### src/rtl/uart_par_pkg.sv
`timescale 1ns/1ps
package uart_par_pkg;

  typedef enum logic [1:0] {
    RX_IDLE,
    RX_START,
    RX_DATA,
    RX_STOP
  } rx_state_e;

  function automatic logic maj3(input logic a, input logic b, input logic c);
    return (a & b) | (a & c) | (b & c);
  endfunction

endpackage

### src/rtl/uart_par_baud.sv
`timescale 1ns/1ps
module uart_par_baud #(
  parameter int DIV_W = 13
) (
  input  logic             clk_i,
  input  logic             rst_ni,
  input  logic [DIV_W-1:0] div_i,
  output logic             tick_o
);
  localparam int CNT_W = DIV_W + 1;

  logic [CNT_W-1:0] cnt_q, cnt_d, limit;

  always_comb begin
    limit  = {div_i, 1'b0} - CNT_W'(1);
    tick_o = 1'b0;
    cnt_d  = cnt_q + CNT_W'(1);
    if (div_i == '0) begin
      cnt_d = '0;
    end else if (cnt_q >= limit) begin
      cnt_d  = '0;
      tick_o = 1'b1;
    end
  end

  always_ff @(posedge clk_i or negedge rst_ni) begin
    if (!rst_ni) cnt_q <= '0;
    else         cnt_q <= cnt_d;
  end

  assert_tick_gap_R1: assert property (@(posedge clk_i) disable iff (!rst_ni)
    tick_o |=> !tick_o);

  assert_tick_off_R2: assert property (@(posedge clk_i) disable iff (!rst_ni)
    ($past(div_i) == '0 && div_i == '0) |-> !tick_o);

endmodule

### src/rtl/uart_par_tx.sv
`timescale 1ns/1ps
module uart_par_tx #(
  parameter int DATA_W = 8
) (
  input  logic              clk_i,
  input  logic              rst_ni,
  input  logic              tick_i,
  input  logic              en_i,
  input  logic              par_en_i,
  input  logic              par_odd_i,
  input  logic              short_i,
  input  logic [DATA_W-1:0] data_i,
  input  logic              valid_i,
  output logic              ready_o,
  output logic              line_o
);
  localparam int FRM_W  = DATA_W + 2;
  localparam int LEFT_W = $clog2(FRM_W + 1);

  logic              busy_q, busy_d;
  logic [FRM_W-1:0]  frame_q, frame_d, frm;
  logic [LEFT_W-1:0] left_q, left_d;
  logic [3:0]        ph_q, ph_d;
  logic [DATA_W-1:0] pos;
  logic              par, accept;
  int                npos;

  assign ready_o = !busy_q && en_i;
  assign accept  = valid_i && ready_o;
  assign line_o  = frame_q[0];

  // frame image: start, positions (parity in the top one), stop ones
  always_comb begin
    npos = short_i ? DATA_W - 1 : DATA_W;
    par  = par_odd_i;
    pos  = '0;
    for (int i = 0; i < DATA_W; i++) begin
      if (i < npos)     pos[i] = data_i[i];
      if (i < npos - 1) par    = par ^ data_i[i];
    end
    if (par_en_i) pos[npos-1] = par;
    frm    = '1;
    frm[0] = 1'b0;
    for (int i = 0; i < DATA_W; i++) begin
      if (i < npos) frm[i+1] = pos[i];
    end
  end

  always_comb begin
    busy_d  = busy_q;
    frame_d = frame_q;
    left_d  = left_q;
    ph_d    = ph_q;
    if (accept) begin
      busy_d  = 1'b1;
      frame_d = frm;
      left_d  = LEFT_W'(npos + 2);
      ph_d    = '0;
    end else if (busy_q && tick_i) begin
      ph_d = ph_q + 4'd1;
      if (ph_q == 4'd15) begin
        frame_d = {1'b1, frame_q[FRM_W-1:1]};
        left_d  = left_q - LEFT_W'(1);
        if (left_q == LEFT_W'(1)) busy_d = 1'b0;
      end
    end
  end

  always_ff @(posedge clk_i or negedge rst_ni) begin
    if (!rst_ni) begin
      busy_q  <= 1'b0;
      frame_q <= '1;
      left_q  <= '0;
      ph_q    <= '0;
    end else begin
      busy_q  <= busy_d;
      frame_q <= frame_d;
      left_q  <= left_d;
      ph_q    <= ph_d;
    end
  end

  assert_ready_drop_R4: assert property (@(posedge clk_i) disable iff (!rst_ni)
    accept |=> !ready_o);

  assert_idle_high_R3: assert property (@(posedge clk_i) disable iff (!rst_ni)
    !busy_q |-> line_o);

  assert_start_low_R3: assert property (@(posedge clk_i) disable iff (!rst_ni)
    accept |=> !line_o);

endmodule

### src/rtl/uart_par_rx.sv
`timescale 1ns/1ps
module uart_par_rx
  import uart_par_pkg::*;
#(
  parameter int DATA_W = 8
) (
  input  logic              clk_i,
  input  logic              rst_ni,
  input  logic              tick_i,
  input  logic              par_en_i,
  input  logic              par_odd_i,
  input  logic              short_i,
  input  logic              clr_i,
  input  logic              line_i,
  output logic [DATA_W-1:0] data_o,
  output logic              valid_o,
  output logic              perr_o,
  output logic              ferr_o
);
  localparam int CNT_W = $clog2(DATA_W + 1);

  rx_state_e         st_q, st_d;
  logic              s1_q, s2_q, prev_q, prev_d;
  logic [3:0]        ph_q, ph_d;
  logic [CNT_W-1:0]  cnt_q, cnt_d;
  logic [DATA_W-1:0] sh_q, sh_d, data_q, data_d, pos_v;
  logic              v7_q, v7_d, v8_q, v8_d, vb_q, vb_d;
  logic              valid_q, valid_d, perr_q, perr_d, ferr_q, ferr_d;
  logic              edge_s, vote, bad_par;
  int                npos;

  assign data_o  = data_q;
  assign valid_o = valid_q;
  assign perr_o  = perr_q;
  assign ferr_o  = ferr_q;

  always_ff @(posedge clk_i or negedge rst_ni) begin
    if (!rst_ni) begin
      s1_q <= 1'b1;
      s2_q <= 1'b1;
    end else begin
      s1_q <= line_i;
      s2_q <= s1_q;
    end
  end

  always_comb begin
    npos    = short_i ? DATA_W - 1 : DATA_W;
    edge_s  = tick_i && (s2_q != prev_q);
    vote    = maj3(v7_q, v8_q, s2_q);
    pos_v   = short_i ? {1'b0, sh_q[DATA_W-1:1]} : sh_q;
    bad_par = par_en_i && ((^pos_v) != par_odd_i);

    st_d    = st_q;
    ph_d    = ph_q;
    cnt_d   = cnt_q;
    sh_d    = sh_q;
    v7_d    = v7_q;
    v8_d    = v8_q;
    vb_d    = vb_q;
    data_d  = data_q;
    valid_d = 1'b0;
    prev_d  = tick_i ? s2_q : prev_q;
    perr_d  = clr_i ? 1'b0 : perr_q;
    ferr_d  = clr_i ? 1'b0 : ferr_q;

    if (tick_i) begin
      if (ph_q == 4'd7) v7_d = s2_q;
      if (ph_q == 4'd8) v8_d = s2_q;
      unique case (st_q)
        RX_IDLE: begin
          if (!s2_q) begin
            st_d = RX_START;
            ph_d = '0;
          end
        end
        RX_START: begin
          ph_d = ph_q + 4'd1;
          if (ph_q == 4'd7 && s2_q) st_d = RX_IDLE;
          else if (ph_q == 4'd15) begin
            st_d  = RX_DATA;
            cnt_d = '0;
          end
        end
        RX_DATA: begin
          if (ph_q == 4'd9) vb_d = vote;
          if (ph_q == 4'd15 || (edge_s && ph_q >= 4'd12)) begin
            sh_d  = {vb_q, sh_q[DATA_W-1:1]};
            cnt_d = cnt_q + CNT_W'(1);
            ph_d  = '0;
            if (cnt_q == CNT_W'(npos - 1)) st_d = RX_STOP;
          end else if (edge_s && ph_q <= 4'd4) begin
            ph_d = '0;
          end else begin
            ph_d = ph_q + 4'd1;
          end
        end
        RX_STOP: begin
          if (ph_q == 4'd9) begin
            st_d    = RX_IDLE;
            valid_d = 1'b1;
            data_d  = pos_v;
            if (par_en_i) data_d[npos-1] = 1'b0;
            if (bad_par) perr_d = 1'b1;
            if (!vote)   ferr_d = 1'b1;
          end else if (edge_s && ph_q <= 4'd4) begin
            ph_d = '0;
          end else begin
            ph_d = ph_q + 4'd1;
          end
        end
        default: st_d = RX_IDLE;
      endcase
    end
  end

  always_ff @(posedge clk_i or negedge rst_ni) begin
    if (!rst_ni) begin
      st_q    <= RX_IDLE;
      ph_q    <= '0;
      cnt_q   <= '0;
      sh_q    <= '0;
      v7_q    <= 1'b1;
      v8_q    <= 1'b1;
      vb_q    <= 1'b1;
      data_q  <= '0;
      valid_q <= 1'b0;
      prev_q  <= 1'b1;
      perr_q  <= 1'b0;
      ferr_q  <= 1'b0;
    end else begin
      st_q    <= st_d;
      ph_q    <= ph_d;
      cnt_q   <= cnt_d;
      sh_q    <= sh_d;
      v7_q    <= v7_d;
      v8_q    <= v8_d;
      vb_q    <= vb_d;
      data_q  <= data_d;
      valid_q <= valid_d;
      prev_q  <= prev_d;
      perr_q  <= perr_d;
      ferr_q  <= ferr_d;
    end
  end

  assert_valid_pulse_R7: assert property (@(posedge clk_i) disable iff (!rst_ni)
    valid_q |=> !valid_q);

  assert_perr_sticky_R8: assert property (@(posedge clk_i) disable iff (!rst_ni)
    (perr_q && !clr_i) |=> perr_q);

  assert_ferr_sticky_R9: assert property (@(posedge clk_i) disable iff (!rst_ni)
    (ferr_q && !clr_i) |=> ferr_q);

  assert_clear_R10: assert property (@(posedge clk_i) disable iff (!rst_ni)
    clr_i |=> ((!perr_q && !ferr_q) || valid_q));

  assert_flag_rise_R8: assert property (@(posedge clk_i) disable iff (!rst_ni)
    $rose(perr_q) |-> valid_q);

endmodule

### src/rtl/uart_par_link.sv
`timescale 1ns/1ps
module uart_par_link #(
  parameter int DIV_W  = 13,
  parameter int DATA_W = 8
) (
  input  logic              clk,
  input  logic              rst_n,
  input  logic [DIV_W-1:0]  baud_div,
  input  logic              par_en,
  input  logic              par_odd,
  input  logic              frame_short,
  input  logic              err_clr,
  input  logic [DATA_W-1:0] tx_data,
  input  logic              tx_valid,
  output logic              tx_ready,
  output logic [DATA_W-1:0] rx_data,
  output logic              rx_valid,
  output logic              par_err,
  output logic              frm_err,
  output logic              ser_tx,
  input  logic              ser_rx
);
  logic rst_m_q, rst_s_q, tick;

  // asynchronous assertion, synchronous release
  always_ff @(posedge clk or negedge rst_n) begin
    if (!rst_n) begin
      rst_m_q <= 1'b0;
      rst_s_q <= 1'b0;
    end else begin
      rst_m_q <= 1'b1;
      rst_s_q <= rst_m_q;
    end
  end

  uart_par_baud #(.DIV_W(DIV_W)) u_baud (
    .clk_i  (clk),
    .rst_ni (rst_s_q),
    .div_i  (baud_div),
    .tick_o (tick)
  );

  uart_par_tx #(.DATA_W(DATA_W)) u_tx (
    .clk_i     (clk),
    .rst_ni    (rst_s_q),
    .tick_i    (tick),
    .en_i      (baud_div != '0),
    .par_en_i  (par_en),
    .par_odd_i (par_odd),
    .short_i   (frame_short),
    .data_i    (tx_data),
    .valid_i   (tx_valid),
    .ready_o   (tx_ready),
    .line_o    (ser_tx)
  );

  uart_par_rx #(.DATA_W(DATA_W)) u_rx (
    .clk_i     (clk),
    .rst_ni    (rst_s_q),
    .tick_i    (tick),
    .par_en_i  (par_en),
    .par_odd_i (par_odd),
    .short_i   (frame_short),
    .clr_i     (err_clr),
    .line_i    (ser_rx),
    .data_o    (rx_data),
    .valid_o   (rx_valid),
    .perr_o    (par_err),
    .ferr_o    (frm_err)
  );

endmodule

### config.mk
export PLATFORM = sky130hd
export DESIGN_NAME = uart_par_link
export DESIGN_NICKNAME = d
export VERILOG_FILES = /design/src/rtl/uart_par_pkg.sv /design/src/rtl/uart_par_baud.sv /design/src/rtl/uart_par_tx.sv /design/src/rtl/uart_par_rx.sv /design/src/rtl/uart_par_link.sv
export SDC_FILE = /design/constraint.sdc
export NUM_CORES = 1
export LEC_CHECK = 0
export BUFFER_PORTS_ARGS = -buffer_cell sky130_fd_sc_hd__buf_2
export CAP_MARGIN = 20
export CORE_MARGIN = 2
export CORE_UTILIZATION = 59
export CTS_CLUSTER_DIAMETER = 100
export DETAILED_ROUTE_END_ITERATION = 8
export GPL_TIMING_DRIVEN = 0
export PLACE_DENSITY = 0.79
export SLEW_MARGIN = 20
export SYNTH_ARGS = -nofsm -noshare
export SYNTH_HDL_FRONTEND = slang
export SYNTH_SLANG_ARGS = --single-unit
### constraint.sdc
create_clock -name clk -period 2.2 [get_ports clk]
set_input_delay 0.11 -clock clk [delete_from_list [all_inputs] [get_ports clk]]
set_output_delay 0.11 -clock clk [all_outputs]
set_load 0.01 [all_outputs]
; ---- Yosys cells after proc, flatten, opt, wreduce, memory -nomap -nowiden
; Index checks and enable logic that the tools add are counted.
; W data, S select, Z words.
[word_totals]
output_inout_bits = 13
rom_bits = 0
latch_bits = 0
ff_bits = 70
in_bits = 29
wordCells = 190
n_memories = 0
mem_bits_rw = 0
[classes]
reduce_logical = 29
addsub = 8
n_bitwise = 15
div_mod_pow = 0
n_shift = 0
eq_ne = 20
order_cmp = 21
n_mux = 76
multipliers = 0
[op_table]
columns = operator, count
row1 = $lt A4 B32 Y1 const A, 8
row2 = $lt A3 B32 Y1 const A, 4
row3 = $lt A1 B32 Y1 const A, 2
row4 = $lt A2 B32 Y1 const A, 2
row5 = $mux W4, 13
row6 = $mux W1, 44
row7 = $ge A32 B1 Y1 const B, 1
row8 = $lt A32 B5 Y1 const B, 1
row9 = $sub A32 B2 Y32 const B, 1
row10 = $mux W10, 3
row11 = $mux W14, 2
row12 = $mux W8, 3
row13 = $eq A4 B4 Y1 const B, 4
row14 = $pmux W4 S4, 1
row15 = $reduce_and A3 Y1, 5
row16 = $add A14 B1 Y14 const B, 1
row17 = $ge A14 B14 Y1, 1
row18 = $sub A14 B1 Y14 const B, 1
row19 = $logic_not A13 Y1, 1
row20 = $reduce_bool A13 Y1, 1
row21 = $add A4 B1 Y4 const B, 3
row22 = $mux W2, 6
row23 = $logic_and A1 B1 Y1, 9
row24 = $and A8 B8 Y8, 1
row25 = 29 further kinds, 51

; ---- Depth between registers and ports, before layout
; Gate-level depths: netlist of the first run.
[logic_depth]
depth_word = 22
mapped_depth = 14
mapped_depth_nobuf = 13

; ---- Hierarchy
; From an unflattened synthesis of the first run, not the netlist that was laid out.
[hier_totals]
cells_unflattened = 434
hier_area_um2 = 4085.2
[by_module_without_submodules]
columns = mod, n_inst, area_per_inst_um2, cells_each, seq_area_each_um2
row1 = uart_par_rx, 1, 1808.0, 188, 883.3
row2 = uart_par_baud, 1, 1203.7, 132, 350.3
row3 = uart_par_tx, 1, 992.2, 106, 461.7
row4 = uart_par_link, 1, 81.3, 8, 50.0

; ---- Worst setup path after synthesis of the first run
; No wires, ideal clock.
[synth_timing]
kind = input to register
startpoint = input baud_div[1]
endpoint = register u_rx.sh_q[0]
slack_ns = -0.726
path_stages = 10
arrival_ns = 2.801
path_buffers = 0
path_cell_list = nor4_1 -> nand2_1 -> nor4_1 -> xnor2_1 -> ha_1 -> nand4_2 -> nor2_4 -> o2111ai_4 -> a2111oi_4 -> mux2_2
[synth_via]
elab_chain_cells = 8
elab_cells_between_ends = 9
cone_classes = add/sub: 1 / order compare: 1 / mux: 2 / reduce/logical: 5
[synth_rtl]
columns = element, line
row1 = "start, declared", uart_par_link.sv:8  ; input logic [DIV_W-1:0] baud_div,
row2 = $sub A14 B1 Y14, uart_par_baud.sv:15  ; limit = {div_i, 1'b0} - CNT_W'(1);
row3 = $ge A14 B14 Y1, uart_par_baud.sv:20  ; end else if (cnt_q >= limit) begin
row4 = $mux W1, uart_par_baud.sv:20
row5 = $mux W1 *, uart_par_baud.sv:18  ; if (div_i == '0) begin
row6 = $logic_and A1 B1 Y1, uart_par_rx.sv:49  ; edge_s = tick_i && (s2_q != prev_q);
row7 = $logic_and A1 B1 Y1, uart_par_rx.sv:87  ; if (ph_q == 4'd15 || (edge_s && ph_q >= 4'd12)) begin
row8 = $logic_or A1 B1 Y1, uart_par_rx.sv:87
row9 = $reduce_and A3 Y1 (no line) *, n/a
row10 = "end signal, assigned", uart_par_rx.sv:122  ; sh_q <= '0;
row11 = "end signal, assigned", uart_par_rx.sv:135  ; sh_q <= sh_d;
row12 = "end, declared", uart_par_rx.sv:26  ; logic [DATA_W-1:0] sh_q, sh_d, data_q, data_d, pos_v;
; Mark *: on every way between the ends. The rest lies on a longest branch, timed or not.
; A chain may end at the register's enable or synchronous reset.

; ---- Final worst setup path of the first run
[layout_timing]
startpoint = input baud_div[0]
endpoint = register u_rx.ph_q[0]
[layout_via]
elab_chain_cells = 9
elab_cells_between_ends = 14
cone_classes = add/sub: 1 / order compare: 1 / mux: 6 / reduce/logical: 6
[layout_rtl]
columns = element, line
row1 = $sub A14 B1 Y14, uart_par_baud.sv:15
row2 = $ge A14 B14 Y1, uart_par_baud.sv:20
row3 = $mux W1, uart_par_baud.sv:20
row4 = $mux W1 *, uart_par_baud.sv:18
row5 = $logic_and A1 B1 Y1, uart_par_rx.sv:49
row6 = "$logic_and A1 B1 Y1, on equally long branches", "uart_par_rx.sv:92, uart_par_rx.sv:106, uart_par_rx.sv:87"
row7 = $mux W4 / $logic_or A1 B1 Y1 (equally long branches), "uart_par_rx.sv:92, uart_par_rx.sv:106, uart_par_rx.sv:87"
row8 = "$mux W4, on equally long branches", "uart_par_rx.sv:99, uart_par_rx.sv:87"
row9 = $pmux W4 S4, uart_par_rx.sv:70  ; unique case (st_q)
row10 = "end signal, assigned", uart_par_rx.sv:133  ; ph_q <= ph_d;
row11 = "end, declared", uart_par_rx.sv:24  ; logic [3:0] ph_q, ph_d;
; Mark *: on every way between the ends. The rest lies on a longest branch, timed or not. The select of a mux whose other input is x is not followed.

==> results of run 1 <==
==> cells in the final DEF, fill, tap and decap left out, types with 4 or more instances in the layout <==
cell	instances
sky130_fd_sc_hd__mux2i_1	9
sky130_fd_sc_hd__a21oi_4	5
sky130_fd_sc_hd__o21ai_0	4
sky130_fd_sc_hd__nand4_1	5
sky130_fd_sc_hd__and3_1	6
sky130_fd_sc_hd__clkbuf_1	5
sky130_fd_sc_hd__nand2b_1	4
sky130_fd_sc_hd__a22o_1	7
sky130_fd_sc_hd__a21o_1	8
sky130_fd_sc_hd__xnor2_1	21
sky130_fd_sc_hd__inv_1	15
sky130_fd_sc_hd__nor2_2	7
sky130_fd_sc_hd__nand3_1	12
sky130_fd_sc_hd__ha_1	21
sky130_fd_sc_hd__a21oi_1	13
sky130_fd_sc_hd__dfrtp_1	53
sky130_fd_sc_hd__nand2_1	31
sky130_fd_sc_hd__dfstp_2	15
sky130_fd_sc_hd__nor2_1	31
sky130_fd_sc_hd__buf_6	13
sky130_fd_sc_hd__dlygate4sd3_1	4
sky130_fd_sc_hd__clkinv_4	4
sky130_fd_sc_hd__clkbuf_8	9
sky130_fd_sc_hd__buf_2	38
sky130_fd_sc_hd__mux2_2	5
sky130_fd_sc_hd__mux2_4	10
sky130_fd_sc_hd__nor2b_1	4
sky130_fd_sc_hd__buf_4	28
sky130_fd_sc_hd__xor2_1	15
==> registers in the layout, indices dropped and copies added, names as in the netlist, 4 cells and up, named ones only <==
register,count
u_baud.cnt_q,14
u_rx.cnt_q,4
u_rx.data_o,8
u_rx.ph_q,4
u_rx.sh_q,8
u_tx.frame_q,9
u_tx.left_q,4
u_tx.ph_q,4
==> through the flow <==
stage / utilization / hold slack, ps
floorplan: - / -186
global placement: 0.675 / -105
detailed placement: 0.679 / -105
CTS: 0.775 / 58.6
global route: 0.813 / 70.7
finish: 0.813 / 75.2
==> worst register-to-register path: stages (launching register included) <==
cell                        delay [ps]
sky130_fd_sc_hd__dfrtp_1           430
sky130_fd_sc_hd__ha_1              340
sky130_fd_sc_hd__nand4_1           130
sky130_fd_sc_hd__o21ai_2           260
sky130_fd_sc_hd__o2111ai_4         210
sky130_fd_sc_hd__buf_6             180
sky130_fd_sc_hd__a21o_4            220
sky130_fd_sc_hd__or3_4             340
sky130_fd_sc_hd__mux2_4            310
==> layer usage <==
layer  vias to the layer above  GRT usage  wire length, microns
met5                         -          0                     0
met4                         0      0.102                   242
met3                        24     0.0500                   382
met2                        94      0.446                  5090
met1                      1597      0.349                  4140
li1                       1560          -                     -
==> area by class of cell <==
type | count | area [sq um] | share of cell area
plain buffers | 11 | 80.1 | 0.0153
clock buffers | 9 | 124 | 0.0237
clock inverters | 7 | 50.0 | 0.00959
inverters | 17 | 81.3 | 0.0156
multi-input cells | 288 | 2420 | 0.463
flip-flops and latches | 69 | 1750 | 0.335
well taps | 77 | 96.3 | 0.0185
repair buffers | 82 | 621 | 0.119
==> Yosys cell counts (7+ instances only) <==
library cell / instances
sky130_fd_sc_hd__nor2_1: 38
sky130_fd_sc_hd__a22o_1: 7
sky130_fd_sc_hd__ha_1: 22
sky130_fd_sc_hd__mux2i_1: 9
sky130_fd_sc_hd__inv_1: 17
sky130_fd_sc_hd__xnor2_1: 21
sky130_fd_sc_hd__a21o_1: 8
sky130_fd_sc_hd__dfrtp_1: 54
sky130_fd_sc_hd__nand3_1: 15
sky130_fd_sc_hd__dfstp_2: 15
sky130_fd_sc_hd__o21ai_0: 8
sky130_fd_sc_hd__xor2_1: 15
sky130_fd_sc_hd__a21oi_1: 19
sky130_fd_sc_hd__mux2_2: 14
sky130_fd_sc_hd__clkbuf_1: 7
sky130_fd_sc_hd__nand2_1: 34
==> logic make-up (layout without fill, tap and decap cells) <==
logic type               count (synthesis)  count (layout)  synth area share
multiplexers                            24              24            0.0665
XOR/XNOR                                38              38            0.0912
buffers and inverters                   28             126            0.0285
other                                    1               1          0.000949
adder cells (fa/ha/maj)                 23              23            0.0722
flip-flops                              69              69             0.442
AND/OR/NAND/NOR                        128             128             0.162
AO/OA/AOI/OAI                           72              74             0.137
==> where the power goes <==
group,switching (mW),internal [mW]
sequential,0.157,1.45
clock,0.510,0.412
combinational,0.394,0.330
==> worst paths after layout <==
| kind | startpoint | endpoint | slack (ps) | depth (start not counted) |
|---|---|---|---|---|
| worst max-delay path | baud_div[0] | u_rx.ph_q[0]$_DFFE_PN0P_ | -480 | 16 |
| min in group clk | tx_data[2] | u_tx.frame_q[3]$_DFFE_PN1P_ | 90 | 3 |
| worst min register to register | rst_s_q$_DFF_PN0_ | u_rx.data_o[5]$_DFFE_PN0P_ | 230 | 0 |
| worst min-delay path | rst_n | rst_s_q$_DFF_PN0_ | 80 | 2 |
| max in group asynchronous | rst_s_q$_DFF_PN0_ | u_tx.frame_q[8]$_DFFE_PN1P_ | 1370 | 1 |
| worst max register to register | u_baud.cnt_q[5]$_DFF_PN0_ | u_rx.v7_q$_DFFE_PN1P_ | -280 | 8 |
==> timing repair <==
| action | CTS | global route |
|---|---|---|
| hold buffers | 4 | 0 |
| pin swaps | 13 | 8 |
| hold endpoints to repair | 6 | 0 |
| buffers inserted | 21 | 15 |
| gates cloned | 3 | 0 |
| resized for setup | 36 | 50 |
| endpoints found under the setup margin | 65 | 65 |
==> summary.txt, run 1 <==
Outcome
  – Result of the run: finished with violations
  – Violated checks: DRC, setup timing

Synth
  – Prevailing post-synth register cell: sky130_fd_sc_hd__dfrtp_1
  – Cells taking the most area after synthesis: sky130_fd_sc_hd__dfrtp_1 (34%), sky130_fd_sc_hd__dfstp_2 (10%), sky130_fd_sc_hd__ha_1 (7.0%), sky130_fd_sc_hd__xnor2_1 (4.7%), sky130_fd_sc_hd__mux2_2 (4.0%)
  – Synthesized Nets: between 400 and 500
  – Sequential fraction of the synthesis area: 0.442
  – Fraction of synthesis flops using an asynchronous set or reset pin: 1.00
  – Number of synthesized flops with an enable pin: 0
  – Synth unique cells: 65
  – Syn Area/Cell: 10.3 sq um
  – Library cell occupying the most area in the post-synthesis netlist: sky130_fd_sc_hd__dfrtp_1
  – Count of state elements after synthesis: between 60 and 70
  – Share of the synthesized area in the top cell type: 0.342
  – Synthesis Warnings: 0
  – Synthesized area: around 4000 sq um
  – Number of cells produced by synthesis: around 380

Place
  – Number of port buffers: 41
  – Last weighted congestion value of the routability-driven placer: approximately 0.8
  – Number of cells in the design after placement: approximately 500
  – Placed inst area: about 4400 sq um
  – Detailed Place HPWL: about 5.6 mm
  – Worst slack at placement: -1220 ps

Route
  – Drt first-iter violations: 174
  – Count of nets left with antenna violations after detail routing: 0
  – Routed vias: ~3300
  – Detailed-route wire length: 9.85 mm
  – Wire length per cell after detailed routing: 17.6 microns
  – Drc violations: 4
  – 1st-pass router iterations: 8
  – Via density: about 5.8

STA
  – Clk_skew: around 17 ps
  – Tightest slew margin relative to the limit: 0.572
  – Setup slack of the critical path after layout: -479 ps
  – Setup TNS: -22360 ps
  – RSZ-0062 raised after global routing: yes
  – Final number of max-transition violations: 0
  – Peak clock frequency supported by timing: between 300 and 400 MHz
  – Final-report setup violation count: 65
  – Fin. Hold Viols: 0
  – Final period utilization: 1.22
  – Period minus WS final: between 2000 and 3000 ps
  – Worst slew pin tran: around 640 ps

Die
  – Core area: 6420 sq um
  – Die H: 85.9 microns
  – Starting density of the core: 0.615
  – Std cell rows: 29
  – Number of I/O pins: 42
  – Overall die width: 85.9 microns
  – Die area: approximately 7400 sq um

GRT
  – GRT overflow: 0
  – First-pass GRT wire length: between 15 and 20 mm
  – Via count of the first global-routing pass: between 3000 and 4000
  – Pin count of the biggest net entering global routing: 43
  – Antenna violations before repair: 0
  – GRT Resource Usage Total: 0.268

Setup path
  – Req. time, crit path: 2430 ps
  – Kind of end point of the critical path: flip-flop
  – Max stage delay cell, worst path: sky130_fd_sc_hd__ha_1
  – Largest delay contributor family on the critical path: compound AO/OA/AOI/OAI gates
  – Cell mode on critical path: sky130_fd_sc_hd__a21oi_4
  – Launching element type of the critical path: primary input
  – Critical Path, Cell by Cell: buf_12 -> inv_12 -> ha_4 -> nor3b_4 -> and2_4 -> nand2_1 -> xor2_1 -> ha_1 -> buf_4 -> a21oi_4 -> o221ai_4 -> a21oi_4 -> a21oi_4 -> buf_6 -> and2_1 -> mux2_2
  – Data arrival at the endpoint of the critical path: around 2900 ps
  – Critical path class: primary input to flip-flop
  – Delay of the slowest cell on the worst path: about 320 ps
  – Number of buffers and inverters on the critical path: 4
  – Critical path fanouts, max: 8

Clocking
  – Buffer type at the clock tree root: sky130_fd_sc_hd__clkbuf_8
  – Num CTS Buffers: 9
  – Largest buffer count on any clock path: 2
  – Clock transition time at the flip-flop clock pins of the worst setup and hold paths: roughly 70 ps
  – Maximum level of the CTS H-tree: 3
  – Clock insertion delay at the later pin of the skew report: between 300 and 400 ps
  – Clock Sink Count: around 70
  – TritonCTS clock tree: done

Layout
  – Fraction of final layout cells sized beyond drive strength 1: 0.373
  – Final cell count without fillers: 560
  – Net total in the final layout: 529
  – Fillers: roughly 360
  – Number of antenna repair diodes: 0
  – Layout Cell Area excl Fill: 5220 sq um
  – Area growth from synthesis to layout: 32.1%

Power
  – Static Leakage: 2.41 nW
  – Total power density per cell area: between 600 and 700 nW/um^2
  – Sum of internal, switching and leakage power: 3.26 mW
  – Peak ir drop on the vdd network: between 500 and 600 uV

Flow run
  – Max-cap viol count: 0

Worst hold path
  – Path class of the lowest-slack min-delay path: primary input to async pin
(Power assumes the default switching activity.)
==> inputs of run 2 (changes only) <==
Settings changed: SYNTH_HIERARCHICAL set to 1.
==> run 2 against run 1 <==
Net effect: the run ends with setup timing left; clock-buffer cell count stayed put; cell area is 3.5% higher; largest cell class unchanged; critical path type unchanged; hold slack worse by 47 ps; combinational power is 69% higher; routed wire length is 5.9% higher; power is 22% higher.
==> summary.txt, run 2 <==
Synth
  – Most frequent cell after synthesis: sky130_fd_sc_hd__nand2_1 (was sky130_fd_sc_hd__dfrtp_1)
  – Prevailing post-synth register cell: sky130_fd_sc_hd__dfrtp_1 (unchanged)
  – Post-synthesis compound-gate area fraction: 0.112 (was 0.137)
  – Number of cells produced by synthesis: 434 (was 383)
  – Count of state elements after synthesis: 69 (unchanged)
  – Library cell occupying the most area in the post-synthesis netlist: sky130_fd_sc_hd__dfrtp_1 (unchanged)
  – Synth top cells by count: sky130_fd_sc_hd__nand2_1 (64), sky130_fd_sc_hd__dfrtp_1 (54), sky130_fd_sc_hd__a21oi_1 (32), sky130_fd_sc_hd__nor2_1 (24) (was sky130_fd_sc_hd__dfrtp_1 (54), sky130_fd_sc_hd__nor2_1 (38), sky130_fd_sc_hd__nand2_1 (34), sky130_fd_sc_hd__ha_1 (22), sky130_fd_sc_hd__xnor2_1 (21))
  – Synthesized Nets: 485 (was 434)
  – Adder-cell share of the synthesized area: 0.0698 (was 0.0722)
  – Cells taking the most area after synthesis: sky130_fd_sc_hd__dfrtp_1 (33%), sky130_fd_sc_hd__dfstp_2 (9.6%), sky130_fd_sc_hd__ha_1 (6.7%), sky130_fd_sc_hd__nand2_1 (5.9%), sky130_fd_sc_hd__xnor2_1 (4.7%) (was sky130_fd_sc_hd__dfrtp_1 (34%), sky130_fd_sc_hd__dfstp_2 (10%), sky130_fd_sc_hd__ha_1 (7.0%), sky130_fd_sc_hd__xnor2_1 (4.7%), sky130_fd_sc_hd__mux2_2 (4.0%))
  – Dominant combinational cell family by area after synthesis: simple AND/OR/NAND/NOR gates (unchanged)
  – Synth unique cells: 55 (was 65)
  – Synthesized area: 4090 sq um (was 3950 sq um)
  – Post-synthesis share of cell area spent on and, or, nand and nor gates: 0.219 (was 0.162)
  – Area share of xor/xnor cells in the synthesized design: 0.0986 (was 0.0912)
  – Number of synthesized flops with an enable pin: 0 (unchanged)
  – Fraction of synthesis flops using an asynchronous set or reset pin: 1.00 (unchanged)
  – Proportion of synthesized area in mux cells: 0.0334 (was 0.0665)
  – Synthesis Warnings: 6 (was 0)
  – Share of the synthesized area in the top cell type: 0.331 (was 0.342)
  – Syn Area/Cell: 9.41 sq um (was 10.3 sq um)
  – Sequential fraction of the synthesis area: 0.427 (was 0.442)

Die
  – Core area: 6760 sq um (was 6420 sq um)
  – Starting density of the core: 0.605 (was 0.615)
  – Die area: 7610 sq um (was 7370 sq um)
  – Overall die width: 87.2 microns (was 85.9 microns)
  – Die H: 87.2 microns (was 85.9 microns)
  – Std cell rows: 30 (was 29)
  – Number of I/O pins: 42 (unchanged)

Setup path
  – Stages on the worst setup path: 17 (was 16)
  – Data arrival at the endpoint of the critical path: 3370 ps (was 2910 ps)
  – Kind of end point of the critical path: flip-flop (unchanged)
  – Critical path class: primary input to flip-flop (unchanged)
  – CP Capture Point: u_rx/cnt_q[2]$_DFFE_PN0P_ (was u_rx.ph_q[0]$_DFFE_PN0P_)
  – Req. time, crit path: 2430 ps (about the same)
  – Critical Path, Cell by Cell: buf_8 -> or4_4 -> or4_4 -> nor4_4 -> xnor2_1 -> ha_1 -> nand4_1 -> buf_4 -> o21ai_2 -> o21a_2 -> buf_6 -> nand3_4 -> buf_6 -> a211oi_4 -> nand2_1 -> xor2_1 -> nor2_1 (was buf_12 -> inv_12 -> ha_4 -> nor3b_4 -> and2_4 -> nand2_1 -> xor2_1 -> ha_1 -> buf_4 -> a21oi_4 -> o221ai_4 -> a21oi_4 -> a21oi_4 -> buf_6 -> and2_1 -> mux2_2)
  – Launching element type of the critical path: primary input (unchanged)
  – Delay of the slowest cell on the worst path: 530 ps (was 320 ps)
  – Endpoint of the worst register-to-register path: u_rx/cnt_q[2]$_DFFE_PN0P_ (was u_rx.v7_q$_DFFE_PN1P_)
  – Worst setup path startpoint: baud_div[5] (was baud_div[0])
  – Largest delay contributor family on the critical path: simple AND/OR/NAND/NOR gates (was compound AO/OA/AOI/OAI gates)
  – Critical path fanouts, max: 5 (was 8)
  – Setup slack of the most critical reg-to-reg path: -590 ps (was -280 ps)
  – Max stage delay cell, worst path: sky130_fd_sc_hd__or4_4 (was sky130_fd_sc_hd__ha_1)
  – Launch point of the worst reg-to-reg path: u_baud/cnt_q[5]$_DFF_PN0_ (was u_baud.cnt_q[5]$_DFF_PN0_)
  – Number of buffers and inverters on the critical path: 4 (unchanged)
  – Number of cells on the worst reg-to-reg path: 12 (was 8)

Outcome
  – Result of the run: finished with violations (unchanged)
  – Violated checks: setup timing (was DRC, setup timing)

STA
  – Setup TNS: -47990 ps (was -22360 ps)
  – Smallest hold slack: 28.5 ps (was 75.2 ps)
  – Final-report setup violation count: 65 (unchanged)
  – Fin. Hold Viols: 0 (unchanged)
  – Peak clock frequency supported by timing: 318 MHz (was 373 MHz)
  – Tightest slew margin relative to the limit: 0.471 (was 0.572)
  – Final number of max-transition violations: 0 (unchanged)
  – Period minus WS final: 3150 ps (was 2680 ps)
  – Setup slack of the critical path after layout: -945 ps (was -479 ps)
  – Worst slew pin tran: 774 ps (was 639 ps)
  – RSZ-0062 raised after global routing: yes (unchanged)
  – Clk_skew: 10.5 ps (was 17.5 ps)
  – Final period utilization: 1.43 (was 1.22)

Route
  – Via density: 5.99 (was 5.85)
  – Detailed-route wire length: 10.4 mm (was 9.85 mm)
  – Wire length per cell after detailed routing: 17.1 microns (was 17.6 microns)
  – Count of nets left with antenna violations after detail routing: 0 (unchanged)
  – Routed vias: 3647 (was 3275)
  – Drc violations: 0 (was 4)
  – Drt first-iter violations: 177 (was 174)
  – 1st-pass router iterations: 4 (was 8)

Place
  – Worst slack at placement: -1870 ps (was -1220 ps)
  – Detailed Place HPWL: 6.28 mm (was 5.65 mm)
  – Number of port buffers: 41 (unchanged)
  – Last weighted congestion value of the routability-driven placer: 0.823 (was 0.784)

GRT
  – Pin count of the biggest net entering global routing: 43 (unchanged)
  – GRT Resource Usage Total: 0.286 (was 0.268)
  – Antenna violations before repair: 0 (unchanged)
  – Via count of the first global-routing pass: 3634 (was 3201)
  – GRT overflow: 0 (unchanged)
  – First-pass GRT wire length: 16.9 mm (was 15.3 mm)

Layout
  – Max FFs per register: 14 (unchanged)
  – Leading cell type in the layout, fill and taps excluded: sky130_fd_sc_hd__dfrtp_1 (unchanged)
  – Commonest cells after routing, fill and taps aside: sky130_fd_sc_hd__dfrtp_1 (53), sky130_fd_sc_hd__nand2_1 (50), sky130_fd_sc_hd__buf_2 (45) (was sky130_fd_sc_hd__dfrtp_1 (53), sky130_fd_sc_hd__buf_2 (38), sky130_fd_sc_hd__nor2_1 (31), sky130_fd_sc_hd__nand2_1 (31), sky130_fd_sc_hd__buf_4 (28))
  – Largest registers ranked by flip-flop count: u_baud/cnt_q x14, u_tx/frame_q x9 (was u_baud.cnt_q x14, u_tx.frame_q x9)
  – Area growth from synthesis to layout: 32.2% (was 32.1%)
  – Net total in the final layout: 575 (was 529)
  – Top reg by flops: u_baud/cnt_q (was u_baud.cnt_q)
  – Fraction of final layout cells sized beyond drive strength 1: 0.376 (was 0.373)
  – Number of antenna repair diodes: 0 (unchanged)

Power
  – Total power density per cell area: 734 nW/um^2 (was 624 nW/um^2)
  – Peak ir drop on the vdd network: 666 uV (was 571 uV)
  – Static Leakage: 2.43 nW (was 2.41 nW)
  – Sum of internal, switching and leakage power: 3.97 mW (was 3.26 mW)

Flow run
  – Max-cap viol count: 0 (unchanged)

Clocking
  – Clock transition time at the flip-flop clock pins of the worst setup and hold paths: 80 ps (was 70 ps)
  – Clock Sink Count: 69 (unchanged)
  – Largest buffer count on any clock path: 2 (unchanged)
  – TritonCTS clock tree: done (unchanged)
  – Maximum level of the CTS H-tree: 3 (unchanged)
  – Clock insertion delay at the later pin of the skew report: 350 ps (was 360 ps)
  – Num CTS Buffers: 9 (unchanged)
  – Buffer type at the clock tree root: sky130_fd_sc_hd__clkbuf_8 (unchanged)

Worst hold path
  – Path class of the lowest-slack min-delay path: primary input to flip-flop (was primary input to async pin)
==> run 2: worst min-delay path by stage <==
stage / depth (start not counted) / start / to / slack [ps]
after floorplan: 0 / rst_n / rst_m_q$_DFF_PN0_ / -190
after global placement: 1 / rst_n / rst_s_q$_DFF_PN0_ / -100
after detailed placement: 1 / rst_n / rst_m_q$_DFF_PN0_ / -100
after CTS: 3 / tx_data[5] / u_tx/frame_q[6]$_DFFE_PN1P_ / 10
after global routing: 3 / tx_data[1] / u_tx/frame_q[2]$_DFFE_PN1P_ / 20
final: 3 / tx_data[0] / u_tx/frame_q[1]$_DFFE_PN1P_ / 30
==> run 2: repair_timing <==
action / CTS / global route
buffers inserted: 22 / 9
resized for setup: 72 / 29
pin swaps: 26 / 15
cloned: 5 / 0
hold endpoints to repair: 5 / 0
setup endpoints to repair: 65 / 65
hold buffers: 4 / 0
==> run 2: metrics by stage <==
| step | util | cell area, sq um | cells |
|---|---|---|---|
| 2_1_floorplan | - | 4200 | 434 |
| 3_3_place_gp | 0.667 | 4500 | 555 |
| 3_5_place_dp | 0.670 | 4530 | 556 |
| 4_1_cts | 0.778 | 5260 | 603 |
| 5_1_grt | 0.799 | 5400 | 609 |
| 6_report | 0.799 | 5400 | 609 |
==> run 2: cells by family after synthesis <==
kind of cell	after synthesis
adder cells (fa/ha/maj)	23
buffers and inverters	34
multiplexers	13
AO/OA/AOI/OAI	76
other	1
XOR/XNOR	42
AND/OR/NAND/NOR	176
flip-flops	69
==> run 2: area by class of cell <==
class	instances	area [sq um]
well taps	80	100
fillers	398	1360
repair buffers	80	618
flip-flops and latches	69	1750
clock buffers	9	124
plain buffers	17	155
multi-input cells	331	2530
inverters	16	70.1
clock inverters	7	50.0
==> run 2: tightest hold or removal path: cells and delay by family <==
kind	cells	cell delay, ps
buffers and inverters	1	120
and+or+nand+nor	1	100
AOI/OAI and AO/OA	1	50
==> run 2: where the power goes <==
group          switching [mW]  internal (mW)  total (mW)  leakage [nW]
Sequential              0.279           1.55        1.82         0.866
Combinational           0.624          0.594        1.22          1.49
Clock                   0.512          0.410       0.922        0.0816
==> run 2: metal layers <==
metal / share of wire / wire length [microns] / track usage
met4: 0.019 / 194 / 0.112
met1: 0.41 / 4280 / 0.344
met2: 0.53 / 5550 / 0.503
met5: 0 / 0 / 0
met3: 0.039 / 408 / 0.0578
